--- config.mk ---
export PLATFORM = sky130hd
export DESIGN_NAME = dual_edge_counter
export DESIGN_NICKNAME = d
export VERILOG_FILES = /design/src/rtl/dual_edge_counter_pkg.sv /design/src/rtl/pin_edge_qual.sv /design/src/rtl/count_stage.sv /design/src/rtl/dual_edge_counter.sv
export SDC_FILE = /design/constraint.sdc
export NUM_CORES = 1
export LEC_CHECK = 0
export BUFFER_PORTS_ARGS = -buffer_cell sky130_fd_sc_hd__buf_2
export CORE_UTILIZATION = 50
export CTS_BUF_LIST = sky130_fd_sc_hd__clkbuf_8 sky130_fd_sc_hd__clkbuf_16
export CTS_CLUSTER_DIAMETER = 100
export DETAILED_ROUTE_END_ITERATION = 8
export MAX_ROUTING_LAYER = met4
export PLACE_DENSITY_LB_ADDON = 0.15
export REMOVE_ABC_BUFFERS = 1
export SKIP_LAST_GASP = 1
export SLEW_MARGIN = 15
export SYNTH_ARGS = -nofsm -noshare
export SYNTH_HDL_FRONTEND = slang
export SYNTH_SLANG_ARGS = --single-unit
--- constraint.sdc ---
create_clock -name clk -period 3 [get_ports clk]
set_input_delay 0.45 -clock clk [delete_from_list [all_inputs] [get_ports clk]]
set_output_delay 0.45 -clock clk [all_outputs]
set_load 0.03 [all_outputs]
--- src/rtl/dual_edge_counter_pkg.sv ---
`timescale 1ns/1ps
package dual_edge_counter_pkg;
   // Edge events found for one counter in one system cycle
   typedef struct packed {
      logic cnt_rise;   // qualified rise on the count pin
      logic en_fall;    // qualified fall on the enable pin
   } edge_ev_t;

   localparam int unsigned DEC_LAST = 9;
endpackage

--- src/rtl/pin_edge_qual.sv ---
`timescale 1ns/1ps
module pin_edge_qual #(
   parameter int unsigned SYNC_STAGES = 2
) (
   input  logic clk,
   input  logic rst_n,
   input  logic cnt_pin,
   input  logic en_pin,
   output dual_edge_counter_pkg::edge_ev_t ev,
   output logic step
);
   import dual_edge_counter_pkg::*;

   localparam int unsigned PW = SYNC_STAGES + 1;

   logic [PW-1:0] c_pipe;
   logic [PW-1:0] e_pipe;

   generate
      if (SYNC_STAGES < 2) begin : g_bad_sync
         $error("pin_edge_qual: SYNC_STAGES must be at least 2");
      end
   endgenerate

   always_ff @(posedge clk or negedge rst_n) begin
      if (!rst_n) begin
         c_pipe <= '0;
         e_pipe <= '0;
      end else begin
         c_pipe <= {c_pipe[PW-2:0], cnt_pin};
         e_pipe <= {e_pipe[PW-2:0], en_pin};
      end
   end

   logic c_now, c_old, e_now, e_old;
   assign c_now = c_pipe[SYNC_STAGES-1];
   assign c_old = c_pipe[SYNC_STAGES];
   assign e_now = e_pipe[SYNC_STAGES-1];
   assign e_old = e_pipe[SYNC_STAGES];

   // Qualification uses the previous sample of the partner pin
   always_comb begin
      ev.cnt_rise = c_now & ~c_old & e_old;
      ev.en_fall  = e_old & ~e_now & ~c_old;
   end

   assign step = ev.cnt_rise | ev.en_fall;

   // a pulse needs a change seen on a synchronized pin
   assert_step_has_edge_R3: assert property (@(posedge clk) disable iff (!rst_n)
      step |-> (c_pipe[SYNC_STAGES-1] != c_pipe[SYNC_STAGES]) ||
               (e_pipe[SYNC_STAGES-1] != e_pipe[SYNC_STAGES]));
endmodule

--- src/rtl/count_stage.sv ---
`timescale 1ns/1ps
module count_stage #(
   parameter int unsigned CNT_W   = 4,
   parameter bit          DECIMAL = 1'b1
) (
   input  logic             clk,
   input  logic             rst_n,
   input  logic             clr,
   input  logic             load,
   input  logic [CNT_W-1:0] load_val,
   input  logic             step,
   output logic [CNT_W-1:0] q,
   output logic             tc
);
   import dual_edge_counter_pkg::*;

   localparam logic [CNT_W-1:0] TOP_V = DECIMAL ? CNT_W'(DEC_LAST)
                                                : {CNT_W{1'b1}};

   logic [CNT_W-1:0] nxt;

   generate
      if (DECIMAL) begin : g_dec
         if (CNT_W != 4) begin : g_bad_w
            $error("count_stage: decimal mode needs CNT_W of 4");
         end
         // Odd illegal codes drop to zero, even ones step up first
         always_comb begin
            if (q == TOP_V || (q > TOP_V && q[0]))
               nxt = '0;
            else
               nxt = q + 1'b1;
         end
      end else begin : g_bin
         always_comb nxt = q + 1'b1;
      end
   endgenerate

   always_ff @(posedge clk or negedge rst_n) begin
      if (!rst_n)     q <= '0;
      else if (clr)   q <= '0;
      else if (load)  q <= load_val;
      else if (step)  q <= nxt;
   end

   assign tc = (q == TOP_V);

   assert_clear_zero_R2: assert property (@(posedge clk) disable iff (!rst_n)
      clr |=> (q == '0));

   assert_hold_R5: assert property (@(posedge clk) disable iff (!rst_n)
      (!clr && !load && !step) |=> $stable(q));

   assert_load_R10: assert property (@(posedge clk) disable iff (!rst_n)
      (!clr && load) |=> (q == $past(load_val)));

   generate
      if (DECIMAL) begin : g_dec_chk
         assert_one_step_R8: assert property (@(posedge clk) disable iff (!rst_n)
            (!clr && !load && step) |=> (q == $past(q) + 1'b1) || (q == '0));
         assert_illegal_exit_R9: assert property (@(posedge clk) disable iff (!rst_n)
            (!clr && !load && step && q > TOP_V) |=> (q == '0) || (q[0] && q > TOP_V));
      end else begin : g_bin_chk
         assert_one_step_R7: assert property (@(posedge clk) disable iff (!rst_n)
            (!clr && !load && step) |=> (q == $past(q) + 1'b1));
      end
   endgenerate
endmodule

--- src/rtl/dual_edge_counter.sv ---
`timescale 1ns/1ps
module dual_edge_counter #(
   parameter int unsigned NUM_CH      = 2,
   parameter int unsigned CNT_W       = 4,
   parameter bit          DECIMAL     = 1'b1,
   parameter int unsigned SYNC_STAGES = 2
) (
   input  logic                    clk,
   input  logic                    rst_n,
   input  logic [NUM_CH-1:0]       ch_clr,
   input  logic [NUM_CH-1:0]       cnt_pin,
   input  logic [NUM_CH-1:0]       en_pin,
   input  logic [NUM_CH-1:0]       load,
   input  logic [NUM_CH*CNT_W-1:0] load_val,
   output logic [NUM_CH*CNT_W-1:0] q,
   output logic [NUM_CH-1:0]       tc
);
   import dual_edge_counter_pkg::*;

   generate
      if (NUM_CH < 1) begin : g_bad_ch
         $error("dual_edge_counter: NUM_CH must be at least 1");
      end

      for (genvar n = 0; n < NUM_CH; n++) begin : g_ch
         edge_ev_t ev;
         logic     step;

         pin_edge_qual #(.SYNC_STAGES(SYNC_STAGES)) u_qual (
            .clk     (clk),
            .rst_n   (rst_n),
            .cnt_pin (cnt_pin[n]),
            .en_pin  (en_pin[n]),
            .ev      (ev),
            .step    (step)
         );

         count_stage #(.CNT_W(CNT_W), .DECIMAL(DECIMAL)) u_stage (
            .clk      (clk),
            .rst_n    (rst_n),
            .clr      (ch_clr[n]),
            .load     (load[n]),
            .load_val (load_val[n*CNT_W +: CNT_W]),
            .step     (step),
            .q        (q[n*CNT_W +: CNT_W]),
            .tc       (tc[n])
         );

         // a coincident pair of qualifying edges still gives one pulse
         assert_pair_single_R6: assert property (@(posedge clk) disable iff (!rst_n)
            (ev.cnt_rise && ev.en_fall) |-> step);
      end
   endgenerate
endmodule

==> results.toml <==
[sta]
relSlewSlack = 0.717
worst_pin_slew_ps = 424
fin_skew_ps = 2.72
min_period_over_period = 0.619
period_needed_ps = 1860
worst_slack_ps = 1140
setup_tns_ps = 0
clock.fmax_mhz = 538
setup_violations = 0
finalHoldViolCount = 0
drv_slew = 0
grt_setup_unrepaired = "no"

[clock_network]
clk_pin_slew_ps = 70
post_cts_resized = 0
cts-root-buf = "clkbuf_8"
cts_hold_buf = 0
postCtsSetupBuffers = 0
clk-insertion-delay-late_ps = 250
cts_tree = "built"
cts_inserted_buffers = 3
cts_htree_levels = 1
cts_num_sinks = 20
cts_buffer_depth = 2

[floorplanning]
die_area_um2 = 2110
die_w_um = 46.0
dieHeight_um = 46.0
pin_count = 28
start_util = 0.548
core_um2 = 1760
rows = 15

[run]
drv_cap = 0

[yosys]
yosys.cell_types.count = 29
yosys_warnings = 0
seq_area_frac_synth = 0.517
syn_area_per_cell_um2 = 10.9
synthCells = 89
syn_area_um2 = 967
synth-seq-cells = 20

[final_layout]
num_antenna_cells = 0
final_core_util = 0.674
drive_above_1_share = 0.305
stdcell_area_um2 = 1190
area_growth_syn_to_layout_pct = 23.0
fillers = 159
nets = 143

[critical_path]
start_kind = "register"
cpPeakStageDelay_ps = 430
crit_chain = "inv_1 -> ha_1 -> nor2b_1 -> and2_4 -> buf_2"
crit_arrival_ps = 1410
crit_family = "flip-flops"
r2r_end = "g_ch[0].u_stage.q[0]"
slowest_stage = "dfrtp_1"
crit_fanout = 5
critPathRequiredTime_ps = 2550
ff2ff_setup_slack_ps = 1350
r2r_cells = 5
cp-end-kind = "output pin"
cp_num_cells = 5
r2r_start = "g_ch[0].u_stage.q[0]"
critPathBufInv = 2
crit_type = "reg2out"

[placement]
placed_area_um2 = 1120
gp_congestion = 0.880
place_ws_ps = 1330
dp_hpwl_um = 1370
io_buffers = 27

[routing]
vias_per_cell = 5.44
drc = 0
num_vias = 778
dr.pass1.iters = 4
wl_um = 1780
wire_per_inst_um = 12.4
drtIter0Drc = 3
ant_nets = 0

[run_status]
status = "complete, no violations"

[global_route]
grt_use_total = 0.205
grt_pass1_vias = 719
globalRouteOverflowTotal = 0
grt_pass1_wl_um = 2920
antenna_found_initial = 0
grt_max_degree = 21

[power]
clkPwrFrac = 0.402
ir_drop_mv = 0.430
p_leak_nw = 0.587
p_sw_frac = 0.233
combPwrFrac = 0.137
power_density_nw_per_um2 = 546
p_int_mw = 0.498
power_switching_mw = 0.151
seqPwrFrac = 0.462

[worst_hold_path]
worstHoldPathType = "in2async"
-- worst max path at each step --
stage	start	end	slack, ps
floorplan	g_ch[0].u_stage.q[1]	g_ch[0].u_stage.q[0]	1190
global placement	g_ch[0].u_stage.q[0]	g_ch[0].u_stage.q[0]	1400
detailed placement	g_ch[0].u_stage.q[0]	g_ch[0].u_stage.q[0]	1330
CTS	g_ch[0].u_stage.q[0]	tc[0]	1120
global route	g_ch[0].u_stage.q[0]	tc[0]	1040
finish	g_ch[0].u_stage.q[1]	tc[0]	1140
-- cell usage after synthesis, drive strengths merged --
cell | number | area [µm²]
dfrtp | 20 | 500
inv | 10 | 37.5
a21oi | 6 | 30.0
ha | 6 | 75.1
nor2 | 5 | 18.8
nor2b | 5 | 31.3
a221oi | 4 | 41.3
nand2b | 4 | 40.0
nand3 | 4 | 20.0
o21ai | 4 | 20.0
or3 | 3 | 18.8
a31oi | 2 | 12.5
buf | 2 | 15.0
or2 | 2 | 15.0
a32o | 1 | 10.0
a32oi | 1 | 8.76
and2 | 1 | 8.76
and3b | 1 | 8.76
nand2 | 1 | 3.75
nand3b | 1 | 7.51
nor3 | 1 | 5.00
nor4b | 1 | 8.76
o21bai | 1 | 7.51
o22ai | 1 | 6.26
o31ai | 1 | 7.51
o41ai | 1 | 8.76
-- area by class of cell --
| class | instances | area, µm² | area share |
|---|---|---|---|
| Clock buffer | 3 | 41.3 | 0.0347 |
| Inverter | 10 | 37.5 | 0.0315 |
| Timing Repair Buffer | 27 | 135 | 0.114 |
| Sequential cell | 20 | 500 | 0.421 |
| Clock inverter | 1 | 30.0 | 0.0252 |
| Multi-Input combinational cell | 57 | 414 | 0.348 |
| Tap cell | 25 | 31.3 | 0.0263 |
-- registers in the layout, summed over array words and instances (netlist names) --
| signal | count |
|---|---|
| g_ch.u_qual.e_pipe | 6 |
| g_ch.u_qual.c_pipe | 6 |
| g_ch.u_stage.q | 8 |
-- layout by cell type (no fill, tap or decap), types with 2 or more instances in the layout --
cell type / Yosys / layout
a21oi_1: 6 / 6
a221oi_1: 3 / 3
a31oi_1: 2 / 2
buf_2: 0 / 27
clkbuf_8: 0 / 3
dfrtp_1: 20 / 20
ha_1: 6 / 6
inv_1: 10 / 10
nand2b_1: 2 / 2
nand2b_4: 2 / 2
nand3_1: 4 / 4
nor2_1: 5 / 5
nor2b_1: 5 / 5
o21ai_0: 4 / 4
or3_1: 3 / 3
-- per-layer routing --
layer  track usage  wire [µm]
met1         0.222        726
met2         0.346        925
met5             -          0
met4        0.0588         10
met3        0.0794        114
-- cell families (layout without fill, tap and decap cells) --
family / after synthesis / in the layout / synth area share
buffers and inverters: 12 / 41 / 0.0543
AOI/OAI and AO/OA: 22 / 22 / 0.158
adders and majority gates: 6 / 6 / 0.0776
and+or+nand+nor: 29 / 29 / 0.193
DFF: 20 / 20 / 0.517
-- power groups by stage --
stage,clock network (mW),logic (mW),registers [mW]
final,0.261,0.0890,0.300
after global routing,0.281,0.0997,0.302
after CTS,0.271,0.0898,0.300
after detailed placement,0,0.0895,0.305
after global placement,0,0.0874,0.304
after floorplan,0,0.0389,0.317
-- stage by stage --
| stage | hold WS, ps | instances | total power, mW |
|---|---|---|---|
| floorplan | 154 | 87 | 0.356 |
| global placement | 336 | 139 | 0.392 |
| detailed placement | 339 | 139 | 0.395 |
| CTS | 133 | 143 | 0.661 |
| global route | 155 | 143 | 0.683 |
| finish | 122 | 143 | 0.650 |
Power figures use the tool's default switching activity.
